File: src/rtl/zbt_ctrl_pkg.sv
package zbt_ctrl_pkg;

  // Command accepted in the current cycle, as seen by every stage.
  typedef enum logic [1:0] {
    OP_IDLE  = 2'd0,
    OP_READ  = 2'd1,
    OP_WRITE = 2'd2
  } zbt_op_e;

endpackage

File: src/rtl/zbt_cmd_stage.sv
module zbt_cmd_stage
  import zbt_ctrl_pkg::*;
#(
  parameter int ADDR_W = 23,
  parameter int BE_W   = 4
) (
  input  logic                          clk,
  input  logic                          rst,
  input  zbt_op_e                       op,
  input  logic [ADDR_W-1:0]             byte_addr,
  input  logic [BE_W-1:0]               be,
  output logic [ADDR_W-$clog2(BE_W)-1:0] m_addr,
  output logic [BE_W-1:0]               m_bw_n,
  output logic                          m_we_n,
  output logic                          m_oe_n,
  output logic                          m_ce1_n,
  output logic                          m_ce2,
  output logic                          m_ce3_n
);

  localparam int LSB = $clog2(BE_W);

  logic active;
  assign active = (op != OP_IDLE);

  // Every SRAM control pin leaves from a flop; enables last one cycle only.
  always_ff @(posedge clk) begin
    if (rst) begin
      m_addr  <= '0;
      m_bw_n  <= '1;
      m_we_n  <= 1'b1;
      m_oe_n  <= 1'b1;
      m_ce1_n <= 1'b1;
      m_ce2   <= 1'b0;
      m_ce3_n <= 1'b1;
    end else begin
      m_we_n  <= !(op == OP_WRITE);
      m_oe_n  <= !(op == OP_READ);
      m_bw_n  <= (op == OP_WRITE) ? ~be : '1;
      m_ce1_n <= !active;
      m_ce2   <= active;
      m_ce3_n <= !active;
      if (active) m_addr <= byte_addr[ADDR_W-1:LSB];
    end
  end

  AST_CE_ONE_CYCLE: assert property (@(posedge clk) disable iff (rst) !m_ce1_n |-> $past(active)) else $error("enable without command");
  AST_ADDR_WORD: assert property (@(posedge clk) disable iff (rst) active |=> m_addr == $past(byte_addr[ADDR_W-1:LSB])) else $error("word address wrong");

endmodule

File: src/rtl/zbt_data_pipe.sv
module zbt_data_pipe
  import zbt_ctrl_pkg::*;
#(
  parameter int DATA_W = 32,
  parameter int RD_LAT = 3
) (
  input  logic              clk,
  input  logic              rst,
  input  zbt_op_e           op,
  input  logic [DATA_W-1:0] wdata,
  input  logic [DATA_W-1:0] dq_i,
  output logic [DATA_W-1:0] dq_o,
  output logic              dq_oe,
  output logic [DATA_W-1:0] rdata,
  output logic              rvalid
);

  // Stages from acceptance to the bus slot; reads and writes share the slot.
  localparam int STG = RD_LAT - 1;

  logic [STG-1:0]    wv;
  logic [STG-1:0]    rv;
  logic [DATA_W-1:0] wd [STG];

  always_ff @(posedge clk) begin
    if (rst) begin
      wv <= '0;
      rv <= '0;
    end else begin
      wv[0] <= (op == OP_WRITE);
      rv[0] <= (op == OP_READ);
      for (int i = 1; i < STG; i++) begin
        wv[i] <= wv[i-1];
        rv[i] <= rv[i-1];
      end
    end
  end

  always_ff @(posedge clk) begin
    wd[0] <= wdata;
    for (int i = 1; i < STG; i++) wd[i] <= wd[i-1];
  end

  assign dq_o  = wd[STG-1];
  assign dq_oe = wv[STG-1];

  // Capture the bus in the read slot, present it one cycle later.
  always_ff @(posedge clk) begin
    if (rst) rvalid <= 1'b0;
    else     rvalid <= rv[STG-1];
  end

  always_ff @(posedge clk) begin
    if (rv[STG-1]) rdata <= dq_i;
  end

  AST_NO_CONTENTION: assert property (@(posedge clk) disable iff (rst) !(dq_oe && rv[STG-1])) else $error("bus driven in read slot");
  AST_WR_SLOT: assert property (@(posedge clk) disable iff (rst) dq_oe |-> $past(op == OP_WRITE, STG)) else $error("write data slot wrong");
  AST_RD_LATENCY: assert property (@(posedge clk) disable iff (rst) rvalid |-> $past(op == OP_READ, RD_LAT)) else $error("read return latency wrong");

endmodule

File: src/rtl/zbt_pend_track.sv
module zbt_pend_track #(
  parameter int MAX_PEND = 64
) (
  input  logic clk,
  input  logic rst,
  input  logic rd_req,
  input  logic rd_acc,
  input  logic rd_ret,
  output logic rd_wait
);

  localparam int CNT_W = $clog2(MAX_PEND + 1);

  logic [CNT_W-1:0] pend;
  logic [CNT_W-1:0] live;

  // A return in this cycle frees its slot for a read presented now.
  assign live    = pend - CNT_W'(rd_ret);
  assign rd_wait = rd_req && (live >= CNT_W'(MAX_PEND));

  always_ff @(posedge clk) begin
    if (rst) pend <= '0;
    else     pend <= pend + CNT_W'(rd_acc) - CNT_W'(rd_ret);
  end

  AST_PEND_BOUND: assert property (@(posedge clk) disable iff (rst) pend <= CNT_W'(MAX_PEND)) else $error("pending count overflow");
  AST_RET_HAS_PEND: assert property (@(posedge clk) disable iff (rst) rd_ret |-> pend != '0) else $error("return with nothing pending");

endmodule

File: src/rtl/zbt_sram_ctrl.sv
module zbt_sram_ctrl
  import zbt_ctrl_pkg::*;
#(
  parameter int ADDR_W   = 23,
  parameter int DATA_W   = 32,
  parameter int RD_LAT   = 3,
  parameter int MAX_PEND = 64
) (
  input  logic                                   clk,
  input  logic                                   rst,
  input  logic [ADDR_W-1:0]                      s_addr,
  input  logic                                   s_read,
  input  logic                                   s_write,
  input  logic [DATA_W/8-1:0]                    s_be,
  input  logic [DATA_W-1:0]                      s_wdata,
  output logic                                   s_wait,
  output logic [DATA_W-1:0]                      s_rdata,
  output logic                                   s_rvalid,
  output logic [ADDR_W-$clog2(DATA_W/8)-1:0]     m_addr,
  output logic [DATA_W/8-1:0]                    m_bw_n,
  output logic                                   m_we_n,
  output logic                                   m_oe_n,
  output logic                                   m_ce1_n,
  output logic                                   m_ce2,
  output logic                                   m_ce3_n,
  output logic [DATA_W-1:0]                      m_dq_o,
  output logic                                   m_dq_oe,
  input  logic [DATA_W-1:0]                      m_dq_i
);

  localparam int BE_W = DATA_W / 8;

  logic    rd_acc;
  zbt_op_e op;

  assign rd_acc = !rst && s_read && !s_write && !s_wait;

  always_comb begin
    if (rst)          op = OP_IDLE;
    else if (s_write) op = OP_WRITE;
    else if (rd_acc)  op = OP_READ;
    else              op = OP_IDLE;
  end

  zbt_pend_track #(.MAX_PEND(MAX_PEND)) i_pend (
    .clk    (clk),
    .rst    (rst),
    .rd_req (s_read),
    .rd_acc (rd_acc),
    .rd_ret (s_rvalid),
    .rd_wait(s_wait)
  );

  zbt_cmd_stage #(.ADDR_W(ADDR_W), .BE_W(BE_W)) i_cmd (
    .clk      (clk),
    .rst      (rst),
    .op       (op),
    .byte_addr(s_addr),
    .be       (s_be),
    .m_addr   (m_addr),
    .m_bw_n   (m_bw_n),
    .m_we_n   (m_we_n),
    .m_oe_n   (m_oe_n),
    .m_ce1_n  (m_ce1_n),
    .m_ce2    (m_ce2),
    .m_ce3_n  (m_ce3_n)
  );

  zbt_data_pipe #(.DATA_W(DATA_W), .RD_LAT(RD_LAT)) i_data (
    .clk   (clk),
    .rst   (rst),
    .op    (op),
    .wdata (s_wdata),
    .dq_i  (m_dq_i),
    .dq_o  (m_dq_o),
    .dq_oe (m_dq_oe),
    .rdata (s_rdata),
    .rvalid(s_rvalid)
  );

  AST_ONE_CMD: assert property (@(posedge clk) disable iff (rst) !(s_read && s_write)) else $error("read and write together");
  AST_WRITE_NOT_STALLED: assert property (@(posedge clk) disable iff (rst) (s_write && !s_read) |-> !s_wait) else $error("write stalled");
  AST_RESET_QUIET: assert property (@(posedge clk) rst |=> (m_we_n && m_oe_n && !m_dq_oe && !s_rvalid)) else $error("reset left strobes active");

endmodule

File: config.mk
export PLATFORM = sky130hd
export DESIGN_NAME = zbt_sram_ctrl
export DESIGN_NICKNAME = d
export VERILOG_FILES = /design/src/rtl/zbt_ctrl_pkg.sv /design/src/rtl/zbt_cmd_stage.sv /design/src/rtl/zbt_data_pipe.sv /design/src/rtl/zbt_pend_track.sv /design/src/rtl/zbt_sram_ctrl.sv
export SDC_FILE = /design/constraint.sdc
export NUM_CORES = 1
export LEC_CHECK = 0
export ABC_AREA = 1
export BUFFER_PORTS_ARGS = -buffer_cell sky130_fd_sc_hd__buf_4
export CAP_MARGIN = 10
export CELL_PAD_IN_SITES_DETAIL_PLACEMENT = 2
export CELL_PAD_IN_SITES_GLOBAL_PLACEMENT = 2
export CORE_MARGIN = 10
export CORE_UTILIZATION = 28
export CTS_CLUSTER_SIZE = 30
export DETAILED_ROUTE_END_ITERATION = 16
export GPL_TIMING_DRIVEN = 1
export PLACE_DENSITY_LB_ADDON = 0.1
export SYNTH_ARGS = -nofsm -noshare
export SYNTH_HDL_FRONTEND = slang
export SYNTH_SLANG_ARGS = --single-unit
export TNS_END_PERCENT = 100
File: constraint.sdc
create_clock -name clk -period 3.1 [get_ports clk]
set_clock_uncertainty 0.1 [all_clocks]
set_input_delay 0.155 -clock clk [delete_from_list [all_inputs] [get_ports clk]]
set_output_delay 0.155 -clock clk [all_outputs]
set_load 0.02 [all_outputs]
Word-level counts from Yosys, hierarchy flattened
Memory sizes are Yosys's and may differ from the RTL's.
Cells that the tools add are included.
{"block": "classes", "addsub": 3, "n_lt_le_gt_ge": 1, "eq_ne": 2, "n_mux": 3, "bitwise": 2, "reduce_logical": 12}
{"operator": "7-bit by 1-bit subtractor with 7-bit output", "n": 2}
{"operator": "7-bit by 1-bit adder with 7-bit output", "n": 1}
{"operator": "7-bit greater-or-equal comparator (second input constant)", "n": 1}
{"operator": "1-bit logical NOT", "n": 6}
{"operator": "1-bit logical AND", "n": 4}
{"operator": "2-bit 2-to-1 mux", "n": 2}
{"operator": "4-bit NOT", "n": 1}
{"operator": "2-bit by 1-bit equality test with 1-bit output (second input constant)", "n": 1}
{"operator": "2-bit equality test (second input constant)", "n": 1}
{"operator": "2-bit nonzero test", "n": 1}
{"operator": "2-bit OR reduction", "n": 1}
{"operator": "1-bit 2-to-1 mux", "n": 1}
{"operator": "1-bit NOT", "n": 1}
{"block": "totals", "ff_bits": 73, "mem_bits_rw": 64, "output_inout_bits": 97, "elab_cells": 35, "memories": 1}
{"memory": "i_data.wd", "words": 2, "width": 32, "rd": 2, "rd_ports_with_merged_regs": 0, "write_ports": 2, "line_no": "zbt_data_pipe.sv:23", "rtl": "logic [DATA_W-1:0] wd [STG];"}

Longest topological paths before layout
{"block": "depth", "word_depth": 11, "mapped_depth": 20, "depth_no_buf": 19}

Modules after synthesis
From an unflattened synthesis, not the netlist that was laid out.
{"block": "hier_totals", "hier_cells": 351, "area_unflattened_um2": 4237.8}
{"module": "zbt_data_pipe", "instances": 1, "cells_each": 145, "area_per_inst_um2": 2627.5, "seq_area_each_um2": 2342.2}
{"module": "zbt_cmd_stage", "instances": 1, "cells_each": 115, "area_per_inst_um2": 977.2, "seq_area_each_um2": 580.6}
{"module": "zbt_pend_track", "instances": 1, "cells_each": 83, "area_per_inst_um2": 603.1, "seq_area_each_um2": 140.1}
{"module": "zbt_sram_ctrl", "instances": 1, "cells_each": 8, "area_per_inst_um2": 30.0, "seq_area_each_um2": 0.0}

Worst setup path after synthesis
Ideal clock, no wire load.
{"block": "synth_path", "kind": "reg2reg", "from": "register i_pend.pend[4]", "to": "register i_pend.pend[6]", "setup_ns": 0.115, "arrival_ns": 2.560, "t_required_ns": 2.885, "slack_ns": 0.325, "stages_incl_launch_ff": 20, "n_path_buf": 1, "cell_sequence": "dfxtp_1 inv_1 ha_1 nand2_1 inv_1 nand2_1 nand3_1 nand2_2 nand3_4 buf_2 ha_1 inv_1 ha_1 inv_1 fa_1 inv_1 nand4_1 nand3_1 a21oi_1 o21a_1"}
{"block": "synth_between", "elab_chain_cells": 7}
{"item": "from (decl)", "line_no": "zbt_pend_track.sv:14", "rtl": "logic [CNT_W-1:0] pend;"}
{"item": "from (signal assigned)", "line_no": "zbt_pend_track.sv:23", "rtl": "else pend <= pend + CNT_W'(rd_acc) - CNT_W'(rd_ret);"}
{"item": "7-bit by 1-bit subtractor with 7-bit output", "line_no": "zbt_pend_track.sv:18", "rtl": "assign live = pend - CNT_W'(rd_ret);"}
{"item": "7-bit greater-or-equal comparator", "line_no": "zbt_pend_track.sv:19", "rtl": "assign rd_wait = rd_req && (live >= CNT_W'(MAX_PEND));"}
{"item": "1-bit logical AND", "line_no": "zbt_pend_track.sv:19"}
{"item": "1-bit logical NOT", "line_no": "zbt_sram_ctrl.sv:36", "rtl": "assign rd_acc = !rst && s_read && !s_write && !s_wait;"}
{"item": "1-bit logical AND", "line_no": "zbt_sram_ctrl.sv:36"}
{"item": "7-bit by 1-bit adder with 7-bit output *", "line_no": "zbt_pend_track.sv:23"}
{"item": "7-bit by 1-bit subtractor with 7-bit output *", "line_no": "zbt_pend_track.sv:23"}
Every way passes the cells marked *; elsewhere a longest branch is shown, timed or not.
A chain may end at the register's enable or synchronous reset.

Final worst setup path
{"block": "layout_path", "from": "register i_pend.pend[2]", "to": "register i_pend.pend[6]"}
The elaborated chain is that of the path after synthesis.

==> reports/qor.txt <==
status: completed
Root Driver: clkbuf_16
PD cells: 708 mW/mm^2
FF-to-FF setup slack: 0.27 ns
warnings from Yosys: 0
most frequent cells in the layout: buf_4, dfxtp_1, dlygate4sd3_1, nand2_1, edfxtp_1
most common cell after layout, fill and taps aside: buf_4
post-synth top area share: 50.3%
final core occ: 48.8%
fmax: 353 MHz
vias in the first global route: 3955
die extent in x: 142 um
first-pass GRT wire length: 23800 um
sequential cell area fraction in the yosys report: 73.2%
H-tree levels: 4
synth unique cells: 27
r2r startpoint: i_pend.pend[2]
setup bufs post-CTS: 0
RSZ-0062 raised after global routing: false
drt total wl: 15700 um
largest net degree at the start of global routing: 24
final worst slack: 0.268 ns
Initial Util: 28.7%
dpl ws: 0.215 ns
first drt pass iteration count: 4
share of cells above drive strength 1: 37.4%
Antenna Nets Post-Route: 0
flop and latch count out of synthesis: 137
placed wire-length estimate: 9950 um
Final setup viols: 0
initial DRC count: 113
crit path launch: i_pend.pend[2]
CTS Sinks: 137
Final Max Slew Viols: 0
clock slew at reported path FFs: 0.06 ns
Mapped Avg Cell Area: 12.5 sq um
leakage power: 3.24 nW
Tot Pwr: 0.00504 W
max_slew headroom: 55.4%
CTS tree: done
initial antenna violation count: 0
Area contributors post-synth: dfxtp_1, edfxtp_1, buf_4, nand2_1, ha_1
worst skew pair latency: 0.41 ns
Core Area: 0.0146 sq mm
reg2reg end: i_pend.pend[6]
cell taking the most area after synthesis: dfxtp_1
crit-path max cell delay: 0.39 ns
RePlAce Congestion: 0.729
final hold violations: 0
Critical Path, Cell by Cell: inv_1 -> ha_1 -> nand2_1 -> inv_1 -> nand2_1 -> nand3_1 -> nand2_2 -> nand3_4 -> ha_1 -> inv_1 -> ha_1 -> inv_1 -> fa_1 -> inv_1 -> nand4_1 -> nand3_1 -> a21oi_1 -> o21a_1
Longest Clk Path Bufs: 2
drt via density: 4.19
Cell Area, Synth: 0.00418 sq mm
Setup crit start kind: flop
vias after detailed routing: 3344
slowest stage cell, crit path: fa_1
drc violations: 0
measured slew at the worst slew-check pin: 0.669 ns
area of the die: 0.0202 sq mm
crit end category: flop
CP Class: flop to flop
TritonCTS buffer count: 17
synth-to-layout area growth: 70.3%
Avg WL per Cell: 19.7 um
FP Rows: 44
Port Buffer Count: 189
fin crit period: 2.83 ns
Die H: 142 um
peak supply drop: 0.408 mV
Arrival @ worst endpoint: 3.04 ns
Syn Inst Count: 334
Worst EP required: 3.31 ns
fin crit share: 91.4%
syn nets: 443
Top Ports: 192
Register-to-Register Path Depth: 18
setup tns final: 0 ns
Final nets: 711
MaxCap Viol Count: 0
GRT Total Usage: 15.6%
global route total overflow: 0
CP endpoint: i_pend.pend[6]
worst min-delay path class: flop to flop
final antenna diode count: 0
crit-path max FO: 3
CP dominant cell by count: inv_1
## cell type report
class                           count  area, sq um
Inverter                           28          105
Tap cell                          184          230
Clock inverter                      8         82.6
Timing Repair Buffer              289         2410
Clock buffer                       24          503
Fill cell                        1452         7470
Sequential cell                   137         3060
Multi-Input combinational cell    129          724
## cells by family (layout without fill, tap and decap cells)
kind of cell,after synthesis,count (layout),synth area share (%)
AOI/OAI and AO/OA,11,11,1.71
xor gates and xnor gates,1,1,0.209
adders and majority gates,14,14,4.37
buffers and inverters,68,349,9.55
DFF,137,137,73.2
and+or+nand+nor,103,103,10.9
## routing by layer
layer	global-route usage (%)	up-vias	wire length, um
li1	-	1574	-
met1	16.8	1615	5980
met2	27.1	138	8040
met4	5.22	0	238
met3	6.31	17	1470
met5	0	-	0
## worst min path at each step
stage | startpoint | endpoint | slack [ns] | cells past startpoint
4_1_cts | i_data.wd[0][26] | i_data.wd[0][58] | 0.23 | 0
5_1_grt | i_data.wd[0][26] | i_data.wd[0][58] | 0.23 | 0
6_report | i_data.wd[0][24] | i_data.wd[0][56] | 0.22 | 0
3_3_place_gp | s_wdata[2] | i_data.wd[0][2] | 0.16 | 1
3_5_place_dp | s_wdata[13] | i_data.wd[0][13] | 0.16 | 1
2_1_floorplan | s_wdata[0] | i_data.wd[0][0] | 0.08 | 0
## where the power goes
part           internal (W)  switching [W]
registers           0.00197      0.0000703
logic              0.000437       0.000548
clock network       0.00122       0.000789
## cell usage after synthesis
master and count:
nor3b_1 1, a21oi_2 1, edfxtp_1 32, o21a_1 1, inv_1 28, a31o_2 1, a31oi_1 1, nand3_1 25
fa_1 1, dfxtp_1 105, ha_1 13, buf_4 33, and2_1 1, nand2_2 1, o21bai_1 2, buf_2 4
nand2_1 58, nand4_1 2, a21oi_1 5, clkbuf_1 1, xnor2_1 1, buf_6 2, nor3_1 1, nand2_4 1
nor2_2 1, nor2_1 11, nand3_4 1
## per-stage QoR
stage / instances / instance area (sq um) / hold slack, ns
6_report: 799 / 7120 / 0.220
5_1_grt: 799 / 7120 / 0.229
4_1_cts: 799 / 7120 / 0.228
3_5_place_dp: 670 / 5560 / 0.161
3_3_place_gp: 670 / 5560 / 0.160
2_1_floorplan: 334 / 4180 / 0.0827
## worst max-delay path, delay by kind of cell, from the launching register on
| family | cells | cell delay (ns) |
|---|---|---|
| and+or+nand+nor | 7 | 0.67 |
| DFF | 1 | 0.33 |
| adders and majority gates | 4 | 1.08 |
| buffers and inverters | 5 | 0.38 |
| AOI/OAI and AO/OA | 2 | 0.17 |
## sequential cells by signal (all words and copies together) (netlist names)
signal and flops:
i_cmd.m_addr 21, i_cmd.m_bw_n 4, i_cmd.m_ce1_n 1, i_cmd.m_ce2 1
i_cmd.m_oe_n 1, i_cmd.m_we_n 1, i_data.rdata 32, i_data.rv 2
i_data.rvalid 1, i_data.wd 64, i_data.wv 2, i_pend.pend 7
## timing repair
action,4_1_cts,5_1_grt
gates resized for setup,0,2
setup endpoints to repair,0,2
hold buffers,97,0
hold endpoints to repair,99,0
Power figures use the tool's default switching activity.
